<file path="config.mk">
export PLATFORM = sky130hd
export DESIGN_NAME = pkb_bridge
export DESIGN_NICKNAME = d
export VERILOG_FILES = /design/src/rtl/pkb_pkg.sv /design/src/rtl/pkb_rx.sv /design/src/rtl/pkb_tx.sv /design/src/rtl/pkb_bridge.sv
export SDC_FILE = /design/constraint.sdc
export NUM_CORES = 1
export LEC_CHECK = 0
export ABC_AREA = 0
export BUFFER_PORTS_ARGS = -buffer_cell sky130_fd_sc_hd__buf_2
export CORE_MARGIN = 1.5
export CORE_UTILIZATION = 59
export CTS_BUF_LIST = sky130_fd_sc_hd__clkbuf_4
export DETAILED_ROUTE_END_ITERATION = 10
export PLACE_DENSITY_LB_ADDON = 0.3
export SYNTH_ARGS = -nofsm -noshare
export SYNTH_HDL_FRONTEND = slang
export SYNTH_SLANG_ARGS = --single-unit
</file>
<file path="constraint.sdc">
create_clock -name clk -period 2.4 [get_ports clk]
set_input_delay 0.24 -clock clk [delete_from_list [all_inputs] [get_ports clk]]
set_output_delay 0.24 -clock clk [all_outputs]
set_load 0.01 [all_outputs]
</file>
<file path="src/rtl/pkb_pkg.sv">
package pkb_pkg;
   localparam int HDR_BYTES = 4;

   typedef enum logic [2:0] {
      ST_IDLE,
      ST_HDR,
      ST_ADDR,
      ST_DATA,
      ST_DROP,
      ST_RDWAIT
   } rx_state_e;
endpackage

</file>
<file path="src/rtl/pkb_rx.sv">
module pkb_rx
   import pkb_pkg::*;
#(
   parameter int          ADDR_W    = 16,
   parameter int          DATA_W    = 32,
   parameter int          ADDR_STEP = 4,
   parameter logic [5:0]  DT_WRITE  = 6'h29,
   parameter logic [5:0]  DT_READ   = 6'h24,
   parameter bit          ID_EN     = 1'b1,
   parameter logic [15:0] ID_ADDR   = 16'h0580,
   parameter logic [31:0] ID_VALUE  = 32'h0000_6500
) (
   input  logic              clk,
   input  logic              rst_n,
   input  logic [1:0]        cfg_vc,
   input  logic              in_valid,
   input  logic              in_sop,
   input  logic              in_eop,
   input  logic [7:0]        in_byte,
   input  logic              rsp_busy,
   output logic              bus_wr_en,
   output logic              bus_rd_req,
   output logic [ADDR_W-1:0] bus_addr,
   output logic [DATA_W-1:0] bus_wdata,
   input  logic              bus_rd_valid,
   input  logic [DATA_W-1:0] bus_rd_data,
   output logic              rsp_load,
   output logic [DATA_W-1:0] rsp_word,
   output logic              err_leftover
);
   localparam int WB = DATA_W / 8;
   localparam int AB = ADDR_W / 8;
   localparam int CW = (WB > AB) ? $clog2(WB) : $clog2(AB);
   localparam int HW = $clog2(HDR_BYTES);

   rx_state_e         state;
   logic [HW-1:0]     hcnt;
   logic [CW-1:0]     bcnt;
   logic [23:0]       hbuf;
   logic [ADDR_W-1:0] waddr;
   logic [DATA_W-1:0] wbuf;

   logic              hdr_done, vc_ok, is_wr, is_rd, id_hit;
   logic [1:0]        hvc;
   logic [5:0]        hdt;
   logic [ADDR_W-1:0] haddr;

   assign hvc      = hbuf[23:22];
   assign hdt      = hbuf[21:16];
   assign haddr    = hbuf[ADDR_W-1:0];
   assign hdr_done = (state == ST_HDR) && in_valid && (hcnt == HW'(HDR_BYTES - 1));
   assign vc_ok    = (hvc == cfg_vc);
   assign is_wr    = vc_ok && (hdt == DT_WRITE);
   assign is_rd    = vc_ok && (hdt == DT_READ);

   generate
      if (ID_EN) begin : g_id
         assign id_hit = (haddr == ID_ADDR[ADDR_W-1:0]);
      end else begin : g_no_id
         assign id_hit = 1'b0;
      end
   endgenerate

   assign rsp_load = (hdr_done && is_rd && id_hit) ||
                     ((state == ST_RDWAIT) && bus_rd_valid);
   assign rsp_word = (state == ST_RDWAIT) ? bus_rd_data : ID_VALUE[DATA_W-1:0];

   always_ff @(posedge clk or negedge rst_n) begin
      if (!rst_n) begin
         state        <= ST_IDLE;
         hcnt         <= '0;
         bcnt         <= '0;
         hbuf         <= '0;
         waddr        <= '0;
         wbuf         <= '0;
         bus_wr_en    <= 1'b0;
         bus_rd_req   <= 1'b0;
         bus_addr     <= '0;
         bus_wdata    <= '0;
         err_leftover <= 1'b0;
      end else begin
         bus_wr_en  <= 1'b0;
         bus_rd_req <= 1'b0;
         case (state)
            ST_IDLE: begin
               if (in_valid && in_sop && !rsp_busy) begin
                  hbuf[7:0] <= in_byte;
                  hcnt      <= HW'(1);
                  state     <= in_eop ? ST_IDLE : ST_HDR;
               end
            end
            ST_HDR: begin
               if (in_valid) begin
                  if (hcnt != HW'(HDR_BYTES - 1)) begin
                     hbuf[hcnt*8 +: 8] <= in_byte;
                     hcnt              <= hcnt + HW'(1);
                     if (in_eop) state <= ST_IDLE;
                  end else if (is_wr) begin
                     bcnt  <= '0;
                     state <= in_eop ? ST_IDLE : ST_ADDR;
                  end else if (is_rd) begin
                     if (id_hit) begin
                        state <= in_eop ? ST_IDLE : ST_DROP;
                     end else begin
                        bus_rd_req <= 1'b1;
                        bus_addr   <= haddr;
                        state      <= ST_RDWAIT;
                     end
                  end else begin
                     state <= in_eop ? ST_IDLE : ST_DROP;
                  end
               end
            end
            ST_ADDR: begin
               if (in_valid) begin
                  waddr[bcnt*8 +: 8] <= in_byte;
                  if (bcnt == CW'(AB - 1)) begin
                     bcnt  <= '0;
                     state <= in_eop ? ST_IDLE : ST_DATA;
                  end else begin
                     bcnt <= bcnt + CW'(1);
                     if (in_eop) begin
                        err_leftover <= 1'b1;
                        state        <= ST_IDLE;
                     end
                  end
               end
            end
            ST_DATA: begin
               if (in_valid) begin
                  wbuf[bcnt*8 +: 8] <= in_byte;
                  if (bcnt == CW'(WB - 1)) begin
                     bcnt      <= '0;
                     bus_wr_en <= 1'b1;
                     bus_addr  <= waddr;
                     bus_wdata <= {in_byte, wbuf[DATA_W-9:0]};
                     waddr     <= waddr + ADDR_W'(ADDR_STEP);
                     if (in_eop) state <= ST_IDLE;
                  end else begin
                     bcnt <= bcnt + CW'(1);
                     if (in_eop) begin
                        err_leftover <= 1'b1;
                        state        <= ST_IDLE;
                     end
                  end
               end
            end
            ST_DROP: begin
               if (in_valid && in_eop) state <= ST_IDLE;
            end
            ST_RDWAIT: begin
               if (bus_rd_valid) state <= ST_IDLE;
            end
            default: state <= ST_IDLE;
         endcase
      end
   end
endmodule

</file>
<file path="src/rtl/pkb_tx.sv">
module pkb_tx #(
   parameter int DATA_W = 32
) (
   input  logic              clk,
   input  logic              rst_n,
   input  logic              load,
   input  logic [DATA_W-1:0] word,
   output logic              rsp_valid,
   output logic [7:0]        rsp_byte,
   output logic              rsp_last,
   output logic              busy
);
   localparam int WB = DATA_W / 8;
   localparam int IW = (WB > 1) ? $clog2(WB) : 1;

   logic [DATA_W-1:0] shreg;
   logic [IW-1:0]     idx;
   logic              active;

   always_ff @(posedge clk or negedge rst_n) begin
      if (!rst_n) begin
         shreg  <= '0;
         idx    <= '0;
         active <= 1'b0;
      end else if (load) begin
         shreg  <= word;
         idx    <= '0;
         active <= 1'b1;
      end else if (active) begin
         shreg <= shreg >> 8;
         idx   <= idx + IW'(1);
         if (idx == IW'(WB - 1)) active <= 1'b0;
      end
   end

   assign rsp_valid = active;
   assign rsp_byte  = shreg[7:0];
   assign rsp_last  = active && (idx == IW'(WB - 1));
   assign busy      = active;
endmodule

</file>
<file path="src/rtl/pkb_bridge.sv">
module pkb_bridge #(
   parameter int          ADDR_W    = 16,
   parameter int          DATA_W    = 32,
   parameter int          ADDR_STEP = 4,
   parameter logic [5:0]  DT_WRITE  = 6'h29,
   parameter logic [5:0]  DT_READ   = 6'h24,
   parameter bit          ID_EN     = 1'b1,
   parameter logic [15:0] ID_ADDR   = 16'h0580,
   parameter logic [31:0] ID_VALUE  = 32'h0000_6500
) (
   input  logic              clk,
   input  logic              rst_n,
   input  logic [1:0]        cfg_vc,
   input  logic              in_valid,
   input  logic              in_sop,
   input  logic              in_eop,
   input  logic [7:0]        in_byte,
   output logic              bus_wr_en,
   output logic              bus_rd_req,
   output logic [ADDR_W-1:0] bus_addr,
   output logic [DATA_W-1:0] bus_wdata,
   input  logic              bus_rd_valid,
   input  logic [DATA_W-1:0] bus_rd_data,
   output logic              rsp_valid,
   output logic [7:0]        rsp_byte,
   output logic              rsp_last,
   output logic              err_leftover
);
   generate
      if (ADDR_W != 16) begin : g_bad_addr_w
         $error("pkb_bridge: ADDR_W must be 16, the header address width");
      end
      if ((DATA_W % 8) != 0 || DATA_W < 16 || DATA_W > 64) begin : g_bad_data_w
         $error("pkb_bridge: DATA_W must be a whole number of bytes in 16..64");
      end
      if (ADDR_STEP < 1) begin : g_bad_step
         $error("pkb_bridge: ADDR_STEP must be positive");
      end
   endgenerate

   logic              rsp_load, rsp_busy;
   logic [DATA_W-1:0] rsp_word;

   pkb_rx #(
      .ADDR_W(ADDR_W), .DATA_W(DATA_W), .ADDR_STEP(ADDR_STEP),
      .DT_WRITE(DT_WRITE), .DT_READ(DT_READ),
      .ID_EN(ID_EN), .ID_ADDR(ID_ADDR), .ID_VALUE(ID_VALUE)
   ) rx_i (
      .clk(clk), .rst_n(rst_n), .cfg_vc(cfg_vc),
      .in_valid(in_valid), .in_sop(in_sop), .in_eop(in_eop), .in_byte(in_byte),
      .rsp_busy(rsp_busy),
      .bus_wr_en(bus_wr_en), .bus_rd_req(bus_rd_req),
      .bus_addr(bus_addr), .bus_wdata(bus_wdata),
      .bus_rd_valid(bus_rd_valid), .bus_rd_data(bus_rd_data),
      .rsp_load(rsp_load), .rsp_word(rsp_word),
      .err_leftover(err_leftover)
   );

   pkb_tx #(.DATA_W(DATA_W)) tx_i (
      .clk(clk), .rst_n(rst_n), .load(rsp_load), .word(rsp_word),
      .rsp_valid(rsp_valid), .rsp_byte(rsp_byte), .rsp_last(rsp_last),
      .busy(rsp_busy)
   );
endmodule

</file>
==> results.sh, run 1 <==
export IMPL_r2r_end="rx_i.bus_addr[0]"
export IMPL_stdcell_area_um2=8708
export IMPL_ys_types=53
export IMPL_rsz0062_at_grt="false"
export IMPL_synth_top_cell_by_area="dfrtp_1"
export IMPL_power_density_nw_per_um2=806.4
export IMPL_netlist_top_cells_count="nand2_1, dfrtp_1, o21ai_0"
export IMPL_viasPerCell=5.725
export IMPL_maxCapViolations=0
export IMPL_drt_initial_drc_count=571
export IMPL_finalWorstSetupSlack_ns=0.1103
export IMPL_vias=6303
export IMPL_ff2ff_path_depth=6
export IMPL_finalCoreUtilization_pct=72.20
export IMPL_start_util_pct=60.98
export IMPL_cts_tree="done"
export IMPL_antenna_found_initial=0
export IMPL_max_freq_mhz=436.7
export IMPL_holdWs_ns=0.03341
export IMPL_port_buffers=108
export IMPL_status="finished clean"
export IMPL_grt_max_degree=58
export IMPL_grt_overflow_total=0
export IMPL_yosysMostFrequentCell="nand2_1"
export IMPL_diodes=0
export IMPL_syn_to_final_growth_pct=18.41
export IMPL_ff2ff_setup_slack_ns=0.11
export IMPL_setup_viol=0
export IMPL_startpoint="rx_i.hbuf[20]"
export IMPL_fin_skew_ns=0.009662
export IMPL_io_pins=109
export IMPL_place_area_um2=8033
export IMPL_cts_root_buf="clkbuf_4"
export IMPL_hold_class="input pin to flop"
export IMPL_worstPathArrival_ns=2.77
export IMPL_final_cells=1101
export IMPL_placedCellCount=1030
export IMPL_yosys_warnings=0
export IMPL_r2r_start="rx_i.hbuf[20]"
export IMPL_drc=0
export IMPL_syn_inst=791
export IMPL_fillCellCount=881
export IMPL_cts_buffers=17
export IMPL_worst_setup_path_start_kind="flop"
export IMPL_ant_nets=0
export IMPL_critical_path_class="flop to flop"
export IMPL_synthesis_area_um2=7355
export IMPL_cp_max_fo=7
export IMPL_power_mw=7.022
export IMPL_layout_drive_gt1_share_pct=18.65
export IMPL_finalCritPeriodShare_pct=95.40
export IMPL_grt_usage_pct=29.76
export IMPL_clockBufferDepth=2
export IMPL_h_tree_depth=4
export IMPL_clk_latency_ns=0.57
export IMPL_hold_viol_final=0
export IMPL_finalNetCount=981
export IMPL_rows=40
export IMPL_synth_area_leaders="dfrtp_1, nand2_1, o21ai_0"
export IMPL_synth_edf_count=0
export IMPL_cp_end_kind="flop"
export IMPL_clk_pin_slew_worst_paths_ns=0.12
export IMPL_grt_pass1_vias=6065
export IMPL_place_ws_ns=0.09905
export IMPL_multi_input_area_um2=3107
export IMPL_clock_sinks=157
export IMPL_leakage_nw=4.341
export IMPL_tightest_slew_ns=0.6065
export IMPL_synth_async_reset_ratio_pct=100.0
export IMPL_dr_pass1_iters=7
export IMPL_drv_slew=0
export IMPL_dieArea_um2=13140
export IMPL_yosys_register_bits=157
export IMPL_post_route_min_period_ns=2.290
export IMPL_wl_mm=18.19
export IMPL_seqCellArea_um2=3929
export IMPL_avgSynthCellArea_um2=9.298
export IMPL_wl_per_cell_um=16.52
export IMPL_crit_path_end="rx_i.bus_addr[0]"
export IMPL_syn_num_nets=852
export IMPL_ys_seq_area_share_pct=53.42
export IMPL_core_area_um2=12060
export IMPL_final_setup_tns_ns=0
export IMPL_fp_dieH_um=114.7
export IMPL_ys_flop_type="dfrtp_1"
export IMPL_grt_pass1_wl_mm=29.91
export IMPL_synth_top_cell_area_share_pct=53.42
export IMPL_max_vdd_ir_drop_v=0.0006040
export IMPL_cp_required_ns=2.88
export IMPL_routabilityCongestion=0.8806
export IMPL_die_x_um=114.7
export IMPL_hpwlAfterDp_mm=11.91
export IMPL_max_slew_margin_rel_pct=59.25
flip-flops by register name, summed over array words and instances (netlist names), 3 cells and up:
name            flops
rx_i.bus_wdata     32
tx_i.shreg         32
rx_i.hbuf          24
rx_i.wbuf          24
rx_i.bus_addr      16
rx_i.waddr         16
rx_i.state          3
area by class of cell:
cell class	instances	area share, %
flip-flops and latches	157	45.11
multi-input cells	565	35.68
repair buffers	169	13.07
well taps	168	2.414
clock inverters	14	1.739
clock buffers	18	1.552
inverters	10	0.4310
critical path, cell delays in order, from the launching register on:
cell	delay, ns
dfrtp_1	0.40
or3b_4	0.43
nor4_4	0.32
nand2_2	0.09
a2111o_1	0.53
buf_4	0.21
a21o_2	0.21
worst min-delay path by stage:
stage               slack [ns]       start            endpoint  cells after the start
global route              0.01  in_byte[5]  rx_i.bus_wdata[29]                      3
detailed placement        0.23       rst_n       tx_i.shreg[1]                      1
finish                    0.03  in_byte[7]       rx_i.hbuf[23]                      3
global placement          0.23       rst_n       tx_i.shreg[1]                      1
CTS                     0.0008  in_byte[0]       rx_i.hbuf[16]                      3
floorplan                -0.06       rst_n        rx_i.bcnt[0]                      0
layout by cell type (no fill, tap or decap), types with 3 or more instances in the layout:
master / netlist / routed
ha_1: 13 / 13
nor2b_1: 3 / 3
bufinv_16: 0 / 3
and3b_1: 3 / 3
inv_1: 9 / 9
o31ai_1: 4 / 4
nand3b_1: 3 / 3
mux2i_1: 39 / 39
buf_4: 9 / 20
nor4b_1: 5 / 5
buf_12: 0 / 3
clkbuf_4: 0 / 18
nor3b_1: 5 / 5
o21ai_0: 93 / 93
nand2_1: 245 / 245
and2_1: 4 / 4
dfrtp_1: 157 / 157
clkinv_1: 0 / 3
nand3_1: 10 / 10
nand2b_1: 12 / 12
a21o_1: 12 / 12
dlygate4sd3_1: 0 / 37
nor4_1: 4 / 4
a21oi_1: 19 / 19
a22o_1: 15 / 15
a21o_2: 4 / 4
clkinv_2: 0 / 5
nor2_1: 24 / 24
a31oi_1: 5 / 5
nand4_1: 6 / 6
buf_2: 18 / 107
and3_1: 4 / 4
nor3_1: 6 / 6
cell families (layout without fill, tap and decap cells):
family                     Yosys count  after routing  share of synthesized area (%)
and+or+nand+nor                    342            342                          20.47
buffers and inverters               69            211                          4.389
xor gates and xnor gates             3              3                         0.3573
DFF                                157            157                          53.42
muxes                               40             40                          5.461
AOI/OAI and AO/OA                  167            167                          13.70
adders and majority gates           13             13                          2.212
layer usage:
| metal | vias up | global-route usage, % | wire length (um) |
|---|---|---|---|
| met2 | 274 | 48.06 | 8587 |
| met3 | 68 | 6.194 | 1280 |
| li1 | 2932 | - | - |
| met4 | 0 | 13.33 | 653 |
| met1 | 3029 | 38.99 | 7665 |
| met5 | - | 0 | 0 |
where the power goes:
group          switching, mW  internal [mW]
clock network          0.903          0.715
logic                   1.07          0.831
registers              0.363           3.14
total                   2.34           4.68
what timing repair did:
action / CTS / global route
resized for setup: 0 / 1
setup endpoints to repair: 0 / 35
buffers inserted: 0 / 2
hold buffers: 37 / 0
endpoints found under the hold margin: 97 / 0
No activity file was read; power rests on OpenSTA's default activity.
==> inputs of run 2 (changes only) <==
Settings changed: CTS_BUF_LIST sky130_fd_sc_hd__clkbuf_4 to sky130_fd_sc_hd__clkbuf_8.
==> run 2 against run 1 <==
Flip-flop and latch count stayed put. Die area stayed put. Global-route usage is 0.28 points lower. Sequential power hardly changed. Count of clock-buffer cells in the layout is 2 higher. Register-to-register slack hardly changed. Non-clock buffer count is 21 lower. Critical path type unchanged. Combinational power is 2% lower. Critical endpoint is now rx_i.bus_addr[2].
==> results.sh, run 2 (synthesis results as in run 1) <==
export IMPL_status="finished clean"
export IMPL_ff2ff_setup_slack_ns=0.11
export IMPL_port_buffers=108
export IMPL_cp_max_fo=10
export IMPL_routabilityCongestion=0.8806
export IMPL_max_slew_margin_rel_pct=58.79
export IMPL_clk_pin_slew_worst_paths_ns=0.08
export IMPL_drt_initial_drc_count=614
export IMPL_diodes=0
export IMPL_power_density_nw_per_um2=859.7
export IMPL_timing_hold_worst_start="bus_rd_data[0]"
export IMPL_drc=0
export IMPL_hold_end="tx_i.shreg[0]"
export IMPL_core_area_um2=12060
export IMPL_fin_skew_ns=0.007389
export IMPL_r2r_end="rx_i.bus_addr[2]"
export IMPL_grt_usage_pct=29.47
export IMPL_fp_dieH_um=114.7
export IMPL_worst_setup_path_start_kind="flop"
export IMPL_wl_per_cell_um=16.64
export IMPL_ff2ff_path_depth=6
export IMPL_critical_path_class="flop to flop"
export IMPL_cts_root_buf="clkbuf_8"
export IMPL_finalCoreUtilization_pct=71.61
export IMPL_largestRegisters="rx_i.bus_wdata: 32 flops, tx_i.shreg: 32 flops"
export IMPL_hold_class="input pin to flop"
export IMPL_tightest_slew_ns=0.6134
export IMPL_max_vdd_ir_drop_v=0.0006529
export IMPL_vias=6181
export IMPL_final_common_cell="nand2_1"
export IMPL_rows=40
export IMPL_finalNetCount=960
export IMPL_final_cell_mix="nand2_1, dfrtp_1, buf_2"
export IMPL_clock_sinks=157
export IMPL_setup_viol=0
export IMPL_post_route_min_period_ns=2.291
export IMPL_cts_buffers=17
export IMPL_io_pins=109
export IMPL_dr_pass1_iters=8
export IMPL_antenna_found_initial=0
export IMPL_placedCellCount=1030
export IMPL_power_mw=7.425
export IMPL_viasPerCell=5.723
export IMPL_final_cells=1080
export IMPL_leakage_nw=4.316
export IMPL_grt_max_degree=58
export IMPL_place_ws_ns=0.09905
export IMPL_layout_drive_gt1_share_pct=19.19
export IMPL_start_util_pct=60.98
export IMPL_die_x_um=114.7
export IMPL_rsz0062_at_grt="false"
export IMPL_wl_mm=17.97
export IMPL_cp_end_kind="flop"
export IMPL_final_setup_tns_ns=0
export IMPL_cts_tree="done"
export IMPL_h_tree_depth=4
export IMPL_hpwlAfterDp_mm=11.91
export IMPL_hold_viol_final=0
export IMPL_min_path_cells=3
export IMPL_drv_slew=0
export IMPL_stdcell_area_um2=8637
export IMPL_worstPathArrival_ns=2.64
export IMPL_r2r_start="rx_i.hbuf[20]"
export IMPL_place_area_um2=8033
export IMPL_holdWs_ns=0.01615
export IMPL_grt_pass1_wl_mm=29.77
export IMPL_finalCritPeriodShare_pct=95.47
export IMPL_syn_to_final_growth_pct=17.44
export IMPL_grt_pass1_vias=6052
export IMPL_maxCapViolations=0
export IMPL_max_freq_mhz=436.4
export IMPL_finalWorstSetupSlack_ns=0.1088
export IMPL_grt_overflow_total=0
export IMPL_dieArea_um2=13140
export IMPL_clk_latency_ns=0.45
export IMPL_clockBufferDepth=2
export IMPL_ant_nets=0
export IMPL_cp_required_ns=2.75
## run 2: cell count changes in the layout (fill, tap and decap cells not counted), sizes merged
cell	previous run	this run
dlygate4sd3	37	18
clkinv	10	7
buf	132	130
clkbuf	18	20
inv	10	11
## run 2: layout make-up
type / instances / area (um2)
Multi-Input combinational cell: 565 / 3108
Tap cell: 168 / 210.2
Sequential cell: 157 / 3929
Clock inverter: 12 / 143.9
Timing Repair Buffer: 148 / 933.4
Clock buffer: 20 / 275.3
Inverter: 10 / 37.54
Fill cell: 901 / 3425
## run 2: worst max-delay path: stages, from the launching register on
cell,delay [ns]
dfrtp_1,0.38
or3b_4,0.43
nor4_4,0.32
nand2_2,0.10
a2111o_2,0.55
buf_4,0.20
a21o_2,0.21
## run 2: worst max path at each step
stage          slack [ns]  depth (start not counted)                 to          start
6_report             0.11                          6   rx_i.bus_addr[2]  rx_i.hbuf[20]
5_1_grt            0.0007                          6   rx_i.bus_addr[2]  rx_i.hbuf[20]
2_1_floorplan        0.39                          6  rx_i.bus_addr[10]  rx_i.hbuf[20]
4_1_cts              0.09                          6   rx_i.bus_addr[2]  rx_i.hbuf[20]
3_3_place_gp         0.19                          6   rx_i.bus_addr[2]  rx_i.hbuf[20]
3_5_place_dp          0.1                          6   rx_i.bus_addr[0]  rx_i.hbuf[20]
## run 2: metal layers
layer  track usage, %  wire length (um)  up-vias  share of wire, %
met5                0                 0        -                 0
met4            13.00               510        0               2.8
met2            47.23              8615      257                48
li1                 -                 -     2887                 -
met1            39.01              7576     2989                42
met3            6.141              1263       48               7.0
## run 2: report_power, final
part | switching, mW | internal [mW]
logic | 1.05 | 0.810
registers | 0.361 | 3.14
clock network | 0.962 | 1.10
## run 2: what timing repair did
action                                  4_1_cts  5_1_grt
resized for setup                             0        2
endpoints found under the hold margin        71        1
hold buffers                                 17        1
setup buffers                                 0        0
endpoints found under the setup margin        0       35
